==> src/rtl/snapctr_pkg.sv <==
package snapctr_pkg;

    localparam int BYTE_W = 8;
    localparam int CNT_W  = 2 * BYTE_W;
    localparam int ADDR_W = 2;

    typedef enum logic [2:0] {
        TB_DIV_SLOW = 3'b000,
        TB_DIV_FAST = 3'b001,
        TB_TMR_OVF  = 3'b010,
        TB_EXT_FALL = 3'b011,
        TB_SYSCLK   = 3'b100,
        TB_XCLK     = 3'b101,
        TB_RSV_A    = 3'b110,
        TB_RSV_B    = 3'b111
    } timebase_e;

    typedef enum logic [ADDR_W-1:0] {
        RA_CNT_LO = 2'd0,
        RA_CNT_HI = 2'd1,
        RA_MODE   = 2'd2,
        RA_CTRL   = 2'd3
    } reg_addr_e;

    typedef struct packed {
        logic      idle_freeze;
        timebase_e tsel;
        logic      ovf_ie;
    } mode_t;

    typedef struct packed {
        logic ovf_flag;
        logic run;
    } ctrl_t;

    function automatic logic [BYTE_W-1:0] pack_mode(mode_t m);
        return {m.idle_freeze, 3'b000, m.tsel, m.ovf_ie};
    endfunction

    function automatic mode_t unpack_mode(logic [BYTE_W-1:0] b);
        mode_t m;
        m.idle_freeze = b[7];
        m.tsel        = timebase_e'(b[3:1]);
        m.ovf_ie      = b[0];
        return m;
    endfunction

    function automatic logic [BYTE_W-1:0] pack_ctrl(ctrl_t c);
        return {c.ovf_flag, c.run, 6'b000000};
    endfunction

endpackage

==> src/rtl/snapctr_prescale.sv <==
module snapctr_prescale #(
    parameter int DIV = 12
) (
    input  logic clk,
    input  logic rst,
    output logic tick_o
);
    localparam int PW = (DIV > 2) ? $clog2(DIV) : 1;
    localparam logic [PW-1:0] LAST = PW'(DIV - 1);

    logic [PW-1:0] phase_q;

    always_ff @(posedge clk) begin
        if (rst)                 phase_q <= '0;
        else if (phase_q == LAST) phase_q <= '0;
        else                     phase_q <= phase_q + 1'b1;
    end

    assign tick_o = (phase_q == LAST);

    generate
        if (DIV > 1) begin : g_gap
            AST_PRESC_GAP: assert property (@(posedge clk) disable iff (rst)
                tick_o |=> !tick_o);
        end
    endgenerate
endmodule

==> src/rtl/snapctr_sync_edge.sv <==
module snapctr_sync_edge #(
    parameter int STAGES  = 2,
    parameter bit FALLING = 1'b0
) (
    input  logic clk,
    input  logic rst,
    input  logic async_i,
    output logic pulse_o
);
    logic [STAGES-1:0] sync_q;
    logic              prev_q;
    logic              cur;

    always_ff @(posedge clk) begin
        if (rst) begin
            sync_q <= '0;
            prev_q <= 1'b0;
        end else begin
            sync_q <= {sync_q[STAGES-2:0], async_i};
            prev_q <= sync_q[STAGES-1];
        end
    end

    assign cur = sync_q[STAGES-1];

    generate
        if (FALLING) begin : g_fall
            assign pulse_o = prev_q & ~cur;
        end else begin : g_rise
            assign pulse_o = ~prev_q & cur;
        end
    endgenerate

    AST_EDGE_SINGLE: assert property (@(posedge clk) disable iff (rst)
        pulse_o |=> !pulse_o);
endmodule

==> src/rtl/snapctr_timebase.sv <==
module snapctr_timebase
    import snapctr_pkg::*;
#(
    parameter int DIV_SLOW    = 12,
    parameter int DIV_FAST    = 4,
    parameter int SYNC_STAGES = 2
) (
    input  logic      clk,
    input  logic      rst,
    input  timebase_e tsel,
    input  logic      ext_cnt_in,
    input  logic      ext_clk_div,
    input  logic      tmr_ovf_in,
    output logic      tick_o
);
    logic slow_tick, fast_tick, fall_tick, xclk_tick;

    snapctr_prescale #(.DIV(DIV_SLOW)) u_slow (
        .clk(clk), .rst(rst), .tick_o(slow_tick));

    snapctr_prescale #(.DIV(DIV_FAST)) u_fast (
        .clk(clk), .rst(rst), .tick_o(fast_tick));

    snapctr_sync_edge #(.STAGES(SYNC_STAGES), .FALLING(1'b1)) u_pin (
        .clk(clk), .rst(rst), .async_i(ext_cnt_in), .pulse_o(fall_tick));

    snapctr_sync_edge #(.STAGES(SYNC_STAGES), .FALLING(1'b0)) u_xclk (
        .clk(clk), .rst(rst), .async_i(ext_clk_div), .pulse_o(xclk_tick));

    always_comb begin
        unique case (tsel)
            TB_DIV_SLOW: tick_o = slow_tick;
            TB_DIV_FAST: tick_o = fast_tick;
            TB_TMR_OVF:  tick_o = tmr_ovf_in;
            TB_EXT_FALL: tick_o = fall_tick;
            TB_SYSCLK:   tick_o = 1'b1;
            TB_XCLK:     tick_o = xclk_tick;
            default:     tick_o = 1'b0;
        endcase
    end

    AST_RSV_SILENT: assert property (@(posedge clk) disable iff (rst)
        (tsel == TB_RSV_A || tsel == TB_RSV_B) |-> !tick_o);
endmodule

==> src/rtl/snapctr_core.sv <==
module snapctr_core #(
    parameter int BW = 8,
    parameter int W  = 2 * BW
) (
    input  logic          clk,
    input  logic          rst,
    input  logic          tick_i,
    input  logic          wr_lo_i,
    input  logic          wr_hi_i,
    input  logic [BW-1:0] wdata_i,
    output logic [W-1:0]  cnt_o,
    output logic          wrap_o
);
    logic [W-1:0] cnt_q;
    logic         any_wr;

    assign any_wr = wr_lo_i | wr_hi_i;

    always_ff @(posedge clk) begin
        if (rst) begin
            cnt_q <= '0;
        end else if (any_wr) begin
            if (wr_lo_i) cnt_q[BW-1:0] <= wdata_i;
            if (wr_hi_i) cnt_q[W-1:BW] <= wdata_i;
        end else if (tick_i) begin
            cnt_q <= cnt_q + 1'b1;
        end
    end

    assign cnt_o  = cnt_q;
    assign wrap_o = tick_i & ~any_wr & (&cnt_q);

    AST_WR_LO_LOADS: assert property (@(posedge clk) disable iff (rst)
        wr_lo_i |=> cnt_o[BW-1:0] == $past(wdata_i));
    AST_WRAP_ZERO: assert property (@(posedge clk) disable iff (rst)
        wrap_o |=> cnt_o == '0);
endmodule

==> src/rtl/snapctr_top.sv <==
module snapctr_top
    import snapctr_pkg::*;
#(
    parameter int DIV_SLOW    = 12,
    parameter int DIV_FAST    = 4,
    parameter int SYNC_STAGES = 2
) (
    input  logic              clk,
    input  logic              rst,
    input  logic [ADDR_W-1:0] bus_addr,
    input  logic              bus_wr,
    input  logic              bus_rd,
    input  logic [BYTE_W-1:0] bus_wdata,
    output logic [BYTE_W-1:0] bus_rdata,
    input  logic              ext_cnt_in,
    input  logic              ext_clk_div,
    input  logic              tmr_ovf_in,
    input  logic              cpu_idle,
    input  logic              blk_irq_en,
    input  logic              glb_irq_en,
    output logic [CNT_W-1:0]  count_o,
    output logic              irq_o
);
    mode_t             mode_q;
    ctrl_t             ctrl_q;
    logic [BYTE_W-1:0] snap_q;
    logic              wr_lo, wr_hi, wr_mode, wr_ctrl, rd_lo;
    logic              tb_tick, gated_tick, wrap;
    logic              frozen;

    assign wr_lo   = bus_wr && (reg_addr_e'(bus_addr) == RA_CNT_LO);
    assign wr_hi   = bus_wr && (reg_addr_e'(bus_addr) == RA_CNT_HI);
    assign wr_mode = bus_wr && (reg_addr_e'(bus_addr) == RA_MODE);
    assign wr_ctrl = bus_wr && (reg_addr_e'(bus_addr) == RA_CTRL);
    assign rd_lo   = bus_rd && (reg_addr_e'(bus_addr) == RA_CNT_LO);

    snapctr_timebase #(
        .DIV_SLOW(DIV_SLOW), .DIV_FAST(DIV_FAST), .SYNC_STAGES(SYNC_STAGES)
    ) u_tb (
        .clk(clk), .rst(rst), .tsel(mode_q.tsel),
        .ext_cnt_in(ext_cnt_in), .ext_clk_div(ext_clk_div),
        .tmr_ovf_in(tmr_ovf_in), .tick_o(tb_tick));

    assign frozen     = !ctrl_q.run || (mode_q.idle_freeze && cpu_idle);
    assign gated_tick = tb_tick && !frozen;

    snapctr_core #(.BW(BYTE_W), .W(CNT_W)) u_core (
        .clk(clk), .rst(rst), .tick_i(gated_tick),
        .wr_lo_i(wr_lo), .wr_hi_i(wr_hi), .wdata_i(bus_wdata),
        .cnt_o(count_o), .wrap_o(wrap));

    always_ff @(posedge clk) begin
        if (rst) begin
            mode_q <= '0;
            ctrl_q <= '0;
            snap_q <= '0;
        end else begin
            if (wr_mode) mode_q <= unpack_mode(bus_wdata);
            if (wr_ctrl) ctrl_q.run <= bus_wdata[6];
            if (wrap)         ctrl_q.ovf_flag <= 1'b1;
            else if (wr_ctrl) ctrl_q.ovf_flag <= bus_wdata[7];
            if (rd_lo) snap_q <= count_o[CNT_W-1:BYTE_W];
        end
    end

    always_comb begin
        unique case (reg_addr_e'(bus_addr))
            RA_CNT_LO: bus_rdata = count_o[BYTE_W-1:0];
            RA_CNT_HI: bus_rdata = snap_q;
            RA_MODE:   bus_rdata = pack_mode(mode_q);
            default:   bus_rdata = pack_ctrl(ctrl_q);
        endcase
    end

    assign irq_o = ctrl_q.ovf_flag & mode_q.ovf_ie & blk_irq_en & glb_irq_en;

    AST_SNAP_CAPTURE: assert property (@(posedge clk) disable iff (rst)
        rd_lo |=> snap_q == $past(count_o[CNT_W-1:BYTE_W]));
    AST_READ_QUIET: assert property (@(posedge clk) disable iff (rst)
        (!bus_wr && !tb_tick) |=> $stable(count_o));
    AST_FLAG_ON_WRAP: assert property (@(posedge clk) disable iff (rst)
        wrap |=> ctrl_q.ovf_flag);
    AST_FLAG_STICKY: assert property (@(posedge clk) disable iff (rst)
        (ctrl_q.ovf_flag && !wr_ctrl) |=> ctrl_q.ovf_flag);
    AST_IRQ_GATED: assert property (@(posedge clk) disable iff (rst)
        irq_o |-> (ctrl_q.ovf_flag && blk_irq_en && glb_irq_en));
    AST_FROZEN_HOLD: assert property (@(posedge clk) disable iff (rst)
        (frozen && !wr_lo && !wr_hi) |=> $stable(count_o));
endmodule

==> config.mk <==
export PLATFORM = sky130hd
export DESIGN_NAME = snapctr_top
export DESIGN_NICKNAME = d
export VERILOG_FILES = /design/src/rtl/snapctr_pkg.sv /design/src/rtl/snapctr_prescale.sv /design/src/rtl/snapctr_sync_edge.sv /design/src/rtl/snapctr_timebase.sv /design/src/rtl/snapctr_core.sv /design/src/rtl/snapctr_top.sv
export SDC_FILE = /design/constraint.sdc
export NUM_CORES = 1
export LEC_CHECK = 0
export BUFFER_PORTS_ARGS = -buffer_cell sky130_fd_sc_hd__buf_2
export CELL_PAD_IN_SITES_DETAIL_PLACEMENT = 1
export CELL_PAD_IN_SITES_GLOBAL_PLACEMENT = 1
export CORE_ASPECT_RATIO = 0.6
export CORE_MARGIN = 10
export CORE_UTILIZATION = 40
export CTS_CLUSTER_SIZE = 30
export DETAILED_ROUTE_END_ITERATION = 12
export GPL_TIMING_DRIVEN = 0
export PLACE_DENSITY_LB_ADDON = 0.1
export SYNTH_ARGS = -nofsm -noshare
export SYNTH_HDL_FRONTEND = slang
export SYNTH_SLANG_ARGS = --single-unit
==> constraint.sdc <==
create_clock -name clk -period 2.4 [get_ports clk]
set_input_delay 0.48 -clock clk [delete_from_list [all_inputs] [get_ports clk]]
set_output_delay 0.48 -clock clk [all_outputs]
set_load 0.02 [all_outputs]
# Word-level counts from Yosys, hierarchy flattened
# Cells that the tools add are included.
[op_classes] n_mux=8 n_shift=0 mul=0 bitwise_logic=11 order_cmp=0 n_eq_ne=12 addsub=3 n_div=0 n_reduce_logical=19
[op_table] cell="two-way mux 16 bit" count=2
[op_table] cell="case mux 8 bit (3 select lines)" count=1
[op_table] cell="adder 16 x 1 -> 16 bit, second input constant" count=1
[op_table] cell="two-way mux 8 bit" count=2
[op_table] cell="AND reduction 16 bit" count=1
[op_table] cell="bitwise AND 1 bit" count=7
[op_table] cell="logical AND 1 bit" count=7
[op_table] cell="== test 2 bit, second input constant" count=3
[op_table] cell="== test 3 x 2 -> 1 bit, second input constant" count=2
[op_table] cell="== test 3 bit, second input constant" count=2
[op_table] cell="case mux 1 bit (6 select lines)" count=1
[op_table] cell="adder 4 x 1 -> 4 bit, second input constant" count=1
[op_table] cell="== test 4 bit, second input constant" count=1
[op_table] cell="!= test 2 x 1 -> 1 bit, second input constant" count=2
[op_table] cell="AND reduction 2 bit" count=2
[op_table] cell="nonzero test 2 bit" count=2
[op_table] cell="OR reduction 2 bit" count=2
[op_table] cell="== test 3 x 1 -> 1 bit, second input constant" count=1
[op_table] cell="logical NOT 3 bit" count=1
[op_table] cell="NOT 1 bit" count=3
[op_table] cell="adder 2 x 1 -> 2 bit, second input constant" count=1
[op_table] cell="== test 2 x 1 -> 1 bit, second input constant" count=1
[op_table] cell="logical NOT 1 bit" count=2
[op_table] cell="logical NOT 2 bit" count=1
[op_table] cell="3 further kinds" count=4
[totals] n_memories=0 ff_bits=43 rom_bits=0 latch_bits=0 elab_cells=67 input_bits=20 mem_bits_rw=0 output_inout_bits=25

# Depth between registers and ports, before layout
# Gate-level depths: netlist (run 1).
[depth] depth_word=7 depth_mapped=7 depth_no_buf=6

# By module
# Synthesis (run 1) repeated with hierarchy kept, for this count alone.
[unflattened] cells_unflattened=249 area_unflattened_um2=2244.7
[by_module_without_submodules] module="snapctr_core" area_per_inst_um2=985.9 cells_each=128 seq_area_each_um2=320.3 n_inst=1
[by_module_without_submodules] module="snapctr_top" area_per_inst_um2=770.7 cells_each=79 seq_area_each_um2=300.3 n_inst=1
[by_module_without_submodules] module="snapctr_prescale at u_tb.u_slow" area_per_inst_um2=188.9 cells_each=16 seq_area_each_um2=80.1 n_inst=1
[by_module_without_submodules] module="snapctr_sync_edge" area_per_inst_um2=87.6 cells_each=7 seq_area_each_um2=60.1 n_inst=2
[by_module_without_submodules] module="snapctr_prescale at u_tb.u_fast" area_per_inst_um2=75.1 cells_each=5 seq_area_each_um2=40.0 n_inst=1
[by_module_without_submodules] module="snapctr_timebase" area_per_inst_um2=48.8 cells_each=7 seq_area_each_um2=0.0 n_inst=1

# Least setup slack after synthesis (run 1)
# Ideal clock, no wire load.
[synth_timing] kind="input to output" from="input bus_addr[1]" to="output bus_rdata[2]" path_buffers=1 required_ns=1.920 slack_ns=0.500 arrival_time_ns=1.420 cell_stages=3 path_cell_list="buf_1 -> mux2i_1 -> o21ai_0"
[synth_between] elab_chain_len=2 word_cells_on_any_way=4 classes_between="2 x eq/ne; 1 x mux; 1 x reduce/logical"
[synth_lines] item="start, declared" line="snapctr_top.sv:10" source="input logic [ADDR_W-1:0] bus_addr,"
[synth_lines] item="== test 2 bit, or another cell as far along" line="snapctr_top.sv:67" source="unique case (reg_addr_e'(bus_addr))"
[synth_lines] item="case mux 8 bit (3 select lines) (*)" line="snapctr_top.sv:67"
[synth_lines] item="end, declared" line="snapctr_top.sv:14" source="output logic [BYTE_W-1:0] bus_rdata,"
# Mark *: on every way between the ends. The rest lies on a longest branch, timed or not.

# Worst setup path in the final report (run 1)
[layout_timing] from="input bus_addr[1]" to="output bus_rdata[7]"
# Same word-level chain as after synthesis.

==> impl_metrics.env, run 1 <==
export IMPL_status="completed"
export IMPL_cp_max_fo=10
export IMPL_synth_edf_count=0
export IMPL_die_h_um=77.52
export IMPL_first_global_vias=2247
export IMPL_cts_hold_buf=0
export IMPL_max_slew_worst_pin_slew_ns=0.7352
export IMPL_grt_max_degree=14
export IMPL_track_usage_pct=17.13
export IMPL_slew_viol_final=0
export IMPL_crit_path_end_kind="output pin"
export IMPL_drive_gt1_share_pct=20.26
export IMPL_via_count=2173
export IMPL_core_mm2=0.005205
export IMPL_antenna_found_initial=0
export IMPL_synthMuxAreaShare_pct=12.48
export IMPL_place_gp_congestion=0.8721
export IMPL_fp_dieArea_mm2=0.008982
export IMPL_cts_setup_buffers=0
export IMPL_vias_per_cell=5.764
export IMPL_cp_required_ns=1.92
export IMPL_drc_errors=0
export IMPL_final_area_mm2=0.002640
export IMPL_synth_compound_area_share_pct=18.21
export IMPL_placement_rows=20
export IMPL_drt_wl_total_um=7620
export IMPL_synth_ff_type="dfxtp_1"
export IMPL_ys_ff_latch=43
export IMPL_synthArstFlopShare_pct=0
export IMPL_hold_class="in -> reg"
export IMPL_placed_area_mm2=0.002504
export IMPL_max_slew_margin_rel_pct=50.99
export IMPL_ant_nets=0
export IMPL_grt_setup_unrepaired="false"
export IMPL_critPathLaunchType="input pin"
export IMPL_synth_fa_ha_area_share_pct=1.702
export IMPL_cts_buffers=5
export IMPL_layout_commonest_cell="buf_2"
export IMPL_synth_top_family_by_area="simple AND/OR/NAND/NOR gates"
export IMPL_avgSynthCellArea_um2=8.484
export IMPL_maxCapViolCount=0
export IMPL_hold_violations=0
export IMPL_die_x_um=115.9
export IMPL_drtPass1Iterations=4
export IMPL_cts_max_path_buffers=2
export IMPL_htreeDepth=2
export IMPL_cell_internal_pwr_mw=1.216
export IMPL_post_route_period_util_pct=93.71
export IMPL_p_switching_mw=0.3823
export IMPL_cts_root_buf="clkbuf_8"
export IMPL_synth_distinct_cells=47
export IMPL_ys_seq_area_share_pct=39.02
export IMPL_synthSimpleGateAreaFrac_pct=24.45
export IMPL_syn_num_nets=283
export IMPL_fmax_ghz=0.4446
export IMPL_power_mw=1.598
export IMPL_clock_skew_ns=0.007173
export IMPL_seq_power_share_pct=47.4
export IMPL_clk_insertion_delay_late_ns=0.30
export IMPL_wl_per_cell_um=20.21
export IMPL_critical_path_class="in -> out"
export IMPL_syn_cell_area_mm2=0.002206
export IMPL_clk_pin_slew_ns=0.08
export IMPL_place_port_buffers=43
export IMPL_ys_warnings_count=0
export IMPL_fin_tns_setup_ns=0
export IMPL_cts_sinks=43
export IMPL_p_clk_share_pct=42.2
export IMPL_p_per_area_mw_per_mm2=605.4
export IMPL_setup_viol=0
export IMPL_grt_overflow=0
export IMPL_grt_first_pass_wirelength_um=12250
export IMPL_ir_drop_uv=256.5
export IMPL_nets=333
export IMPL_p_comb_share_pct=10.5
export IMPL_post_route_min_period_ns=2.249
export IMPL_arrival_ns=1.77
export IMPL_synth_cells=260
export IMPL_hpwl_um=5834
export IMPL_start_util_pct=42.38
export IMPL_final_cell_mix="buf_2 (45), dfxtp_1 (43), nor2_1 (29), mux2i_1 (23), a21oi_1 (21)"
export IMPL_swShare_pct=23.92
export IMPL_synthXorXnorAreaFrac_pct=0.7941
export IMPL_cts_tree="done"
export IMPL_p_leak_nw=1.070
export IMPL_io_pins=45
export IMPL_diodes=0
export IMPL_syn2layout_area_growth_pct=19.68
export IMPL_drt_iter0_drc=115
-- routing by layer --
metal,vias up,GRT usage (%),part of all wire (%)
met5,-,0,0
met4,0,4.229,1.1
met2,74,23.88,41
li1,1036,-,-
met3,9,6.068,8.6
met1,1054,24.21,49
-- worst paths after layout --
| check | start | end | slack [ns] | depth (start not counted) |
|---|---|---|---|---|
| hold reg to reg | u_tb.u_pin.sync_q[0] | u_tb.u_pin.sync_q[1] | 0.44 | 1 |
| hold / removal | ext_clk_div | u_tb.u_xclk.sync_q[0] | 0.39 | 2 |
| setup reg to reg | u_tb.u_fast.phase_q[0] | u_core.cnt_o[13] | 0.28 | 6 |
| setup / recovery | bus_addr[1] | bus_rdata[7] | 0.15 | 4 |
-- cells in the mapped netlist (all sizes together) (3+ instances only) --
library cell	number	area, µm²
a31oi	3	25.02
clkbuf	12	45.04
nand2	20	75.07
mux2i	23	230.2
nand3b	4	30.03
and4	3	26.28
nor3b	3	22.52
dfxtp	43	860.8
a21o	3	22.52
nand2b	5	31.28
nand4	4	25.02
nor2	29	108.9
and3	7	45.05
nand3	8	45.04
inv	4	15.01
buf	3	13.76
o21ai	17	85.08
ha	3	37.54
and2	6	37.54
nor3	6	30.03
nor2b	7	43.79
a21oi	21	105.1
-- metrics by stage --
step | std cells | util, % | worst slack [ns] | hold slack, ns
6_report | 377 | 50.72 | 0.1509 | 0.3856
5_1_grt | 377 | 50.72 | 0.02904 | 0.4175
4_1_cts | 377 | 50.67 | 0.08441 | 0.3794
3_5_place_dp | 369 | 48.10 | -0.04698 | 0.4263
3_3_place_gp | 369 | 48.10 | -0.01616 | 0.4168
2_1_floorplan | 260 | - | 0.5001 | 0.4084
-- repair_timing --
item                       CTS  global route
setup endpoints to repair    4             4
hold endpoints to repair     0             0
resized for setup            1             1
-- logic make-up after synthesis --
group	Yosys count
fa+ha+maj	3
flops	43
xor+xnor	2
compound gates	63
simple gates	104
buf+inv	19
mux	26
-- registers in the layout, indices dropped and copies added, names as in the netlist --
signal	count
u_core.cnt_o	16
u_tb.u_xclk.sync_q	2
u_tb.u_pin.sync_q	2
u_tb.u_slow.phase_q	4
u_tb.u_pin.prev_q	1
u_tb.u_fast.phase_q	2
u_tb.u_xclk.prev_q	1
ctrl_q	2
mode_q	5
snap_q	8
-- area by class of cell --
type | count | area [µm²]
Buffer | 15 | 60.06
Multi-Input combinational cell | 198 | 1274
Clock buffer | 6 | 72.57
Tap cell | 66 | 82.58
Sequential cell | 43 | 860.8
Timing Repair Buffer | 43 | 215.2
Clock inverter | 2 | 60.06
Inverter | 4 | 15.01
Fill cell | 648 | 2565
-- critical path, stage by stage --
cell and delay, ns:
buf_2 0.12, buf_1 0.57, mux4_2 0.42, buf_2 0.18
-- power groups by stage --
| stage | Sequential (mW) | Clock, mW | Combinational, mW |
|---|---|---|---|
| floorplan | 0.773 | 0 | 0.0954 |
| global placement | 0.772 | 0 | 0.160 |
| detailed placement | 0.774 | 0 | 0.165 |
| CTS | 0.757 | 0.685 | 0.167 |
| global route | 0.761 | 0.717 | 0.185 |
| finish | 0.757 | 0.674 | 0.167 |
(Power assumes the default switching activity.)
==> run 2: changes to the inputs <==
- CORE_UTILIZATION: 40 -> 41
- SYNTH_HIERARCHICAL: not set -> 1
==> run 2 against run 1 <==
  * Critical path depth increased by 7
  * Non-clock buffer count down 1
  * Synthesized cell count fell by 4.2%
  * Sequential cell count unchanged
  * Via count fell by 4.0%
  * Clock skew decreased by 0.0046 ns
  * Worst hold slack better by 0.0076 ns
  * First-iteration DRC count up 12%
  * Global-route usage decreased by 1.2 points
  * Die area decreased by 0.57%
  * Sequential share of layout area decreased by 1.2 points
  * Critical endpoint is now u_core/cnt_o[15]
  * Highest routed layer unchanged
==> impl_metrics.env, run 2 <==
export IMPL_synthTopCellsByArea="dfxtp_1 (38%), mux2i_1 (9.4%), nor2_1 (5.2%), a21oi_1 (3.1%), xnor2_1 (2.3%)"
export IMPL_die_x_um=115.5
export IMPL_via_count=2086
export IMPL_setup_viol=0
export IMPL_io_pins=45
export IMPL_ys_warnings_count=6
export IMPL_cp_depth=11
export IMPL_clock_skew_ns=0.002549
export IMPL_place_gp_congestion=0.8319
export IMPL_fp_dieArea_mm2=0.008931
export IMPL_syn2layout_area_growth_pct=22.52
export IMPL_slowest_stage="dfxtp_2"
export IMPL_syn_cell_area_mm2=0.002245
export IMPL_max_stage_delay_ns=0.38
export IMPL_synth_ff_type="dfxtp_1"
export IMPL_largest_reg_flops=16
export IMPL_core_mm2=0.005180
export IMPL_ys_seq_area_share_pct=38.35
export IMPL_crit_chain="ha_2 -> and3b_2 -> and2b_1 -> a21oi_1 -> o21ai_1 -> nand2_1 -> a21oi_4 -> nor2b_4 -> nand2_1 -> or3_1 -> a31oi_1"
export IMPL_drive_gt1_share_pct=28.85
export IMPL_nets=327
export IMPL_drc_errors=0
export IMPL_ant_nets=0
export IMPL_synth_edf_count=0
export IMPL_clk_pin_slew_ns=0.08
export IMPL_rr_worst_depth=11
export IMPL_start_util_pct=43.33
export IMPL_power_mw=1.572
export IMPL_final_area_mm2=0.002750
export IMPL_endpoint="u_core/cnt_o[15]"
export IMPL_ys_ff_latch=43
export IMPL_maxCapViolCount=0
export IMPL_critPathTopFamily="simple AND/OR/NAND/NOR gates"
export IMPL_die_h_um=77.32
export IMPL_max_slew_margin_rel_pct=60.52
export IMPL_cts_max_path_buffers=2
export IMPL_place_port_buffers=44
export IMPL_cts_buffers=5
export IMPL_placement_rows=20
export IMPL_drtPass1Iterations=4
export IMPL_wl_per_cell_um=20.17
export IMPL_cts_hold_buf=0
export IMPL_p_leak_nw=1.200
export IMPL_r2r_start="u_tb/u_slow/phase_q[0]"
export IMPL_antenna_found_initial=0
export IMPL_track_usage_pct=15.90
export IMPL_status="completed"
export IMPL_drt_iter0_drc=129
export IMPL_avgSynthCellArea_um2=9.015
export IMPL_first_global_vias=2008
export IMPL_cts_tree="done"
export IMPL_post_route_period_util_pct=96.45
export IMPL_final_cell_mix="buf_2 (45), dfxtp_1 (41), nor2_1 (30), mux2i_1 (21), a21oi_1 (13)"
export IMPL_hpwl_um=5643
export IMPL_crit_path_start="u_tb/u_slow/phase_q[0]"
export IMPL_cp_required_ns=2.62
export IMPL_grt_max_degree=21
export IMPL_critPathLaunchType="flop"
export IMPL_cp_common_cell="nand2_1"
export IMPL_r2r_slack_ns=0.09
export IMPL_post_route_min_period_ns=2.315
export IMPL_cts_root_buf="clkbuf_8"
export IMPL_synth_most_common_cell="dfxtp_1"
export IMPL_hold_violations=0
export IMPL_synth_common_cells="dfxtp_1 (43), nor2_1 (31), mux2i_1 (21)"
export IMPL_clk_insertion_delay_late_ns=0.29
export IMPL_max_slew_worst_pin_slew_ns=0.5922
export IMPL_vias_per_cell=5.623
export IMPL_p_per_area_mw_per_mm2=571.7
export IMPL_slew_viol_final=0
export IMPL_cp_max_fo=8
export IMPL_r2r_end="u_core/cnt_o[15]"
export IMPL_drt_wl_total_um=7484
export IMPL_grt_first_pass_wirelength_um=11230
export IMPL_diodes=0
export IMPL_synth_top_area_share_pct=38.35
export IMPL_synth_top_area_cell="dfxtp_1"
export IMPL_cts_sinks=43
export IMPL_synth_distinct_cells=57
export IMPL_post_route_util_pct=53.09
export IMPL_fmax_ghz=0.4320
export IMPL_synthArstFlopShare_pct=0
export IMPL_ir_drop_uv=242.9
export IMPL_placed_area_mm2=0.002547
export IMPL_layout_commonest_cell="buf_2"
export IMPL_syn_num_nets=272
export IMPL_critPathBufInv=0
export IMPL_arrival_ns=2.53
export IMPL_crit_path_end_kind="flop"
export IMPL_hold_class="in -> reg"
export IMPL_htreeDepth=2
export IMPL_grt_overflow=0
export IMPL_critical_path_class="reg -> reg"
export IMPL_synth_cells=249
run 2: cell count changes after synthesis, moves of 3 or more:
cell,previous run,this run
xnor2_1,1,6
o21a_1,0,3
nor3b_2,0,3
a21oi_1,21,14
a211oi_1,1,5
and3_1,6,2
inv_1,4,8
nor3b_1,3,0
nand2_1,20,11
clkbuf_1,12,6
o21ai_0,17,10
run 2: layout make-up:
class | count | area, µm²
flip-flops and latches | 43 | 863.3
inverters | 8 | 30.03
well taps | 66 | 82.58
clock inverters | 2 | 35.03
plain buffers | 9 | 46.29
multi-input cells | 189 | 1360
clock buffers | 6 | 82.58
fillers | 640 | 2430
repair buffers | 48 | 250.2
run 2: worst min path at each step:
stage,startpoint,depth (start not counted),slack (ns),end
6_report,ext_cnt_in,2,0.39,u_tb/u_pin/sync_q[0]
5_1_grt,ext_cnt_in,2,0.40,u_tb/u_pin/sync_q[0]
4_1_cts,ext_cnt_in,2,0.39,u_tb/u_pin/sync_q[0]
3_5_place_dp,u_tb/u_fast/phase_q[0],1,0.43,u_tb/u_fast/phase_q[0]
3_3_place_gp,u_tb/u_fast/phase_q[0],1,0.42,u_tb/u_fast/phase_q[0]
2_1_floorplan,u_tb/u_fast/phase_q[0],1,0.41,u_tb/u_fast/phase_q[0]
run 2: cells by family (layout without fill, tap and decap cells):
logic type / Yosys count / after routing / share of synthesized area [%]
and+or+nand+nor: 108 / 108 / 28.65
AOI/OAI and AO/OA: 47 / 47 / 13.77
DFF: 43 / 43 / 38.35
muxes: 23 / 23 / 11.04
buffers and inverters: 17 / 73 / 3.400
xor gates and xnor gates: 8 / 8 / 3.122
adders and majority gates: 3 / 3 / 1.672
run 2: per-layer routing:
metal  vias to the layer above  share of wire, %  track usage, %
met5                         -                 0               0
met3                         2               8.1           4.662
met4                         0              0.25           2.393
met1                      1036                48           22.51
met2                        51                44           23.51
li1                        997                 -               -
run 2: through the flow:
step           setup slack, ns  instances  setup TNS (ns)  hold WS, ns
5_1_grt               -0.06134        371         -0.1773       0.3982
3_3_place_gp           -0.4504        359          -2.307       0.4168
4_1_cts                0.01073        367               0       0.3871
2_1_floorplan          0.09304        249               0       0.4061
6_report               0.08510        371               0       0.3933
3_5_place_dp           -0.4805        359          -2.649       0.4278
run 2: worst reg2reg max path: stages, from the launching register on:
cell     delay (ns)
dfxtp_2        0.38
ha_2           0.21
and3b_2        0.19
and2b_1        0.12
a21oi_1        0.04
o21ai_1        0.15
nand2_1        0.11
a21oi_4        0.26
nor2b_4        0.21
nand2_1        0.09
or3_1          0.32
a31oi_1        0.16
run 2: what timing repair did:
item | 4_1_cts | 5_1_grt
buffers inserted | 0 | 4
resized for setup | 4 | 11
setup endpoints to repair | 17 | 16
run 2: report_power, final:
part	internal (mW)	leakage, nW	switching [mW]	total, mW
clock	0.337	0.0612	0.251	0.588
combinational	0.0848	0.787	0.117	0.202
sequential	0.744	0.351	0.0379	0.782
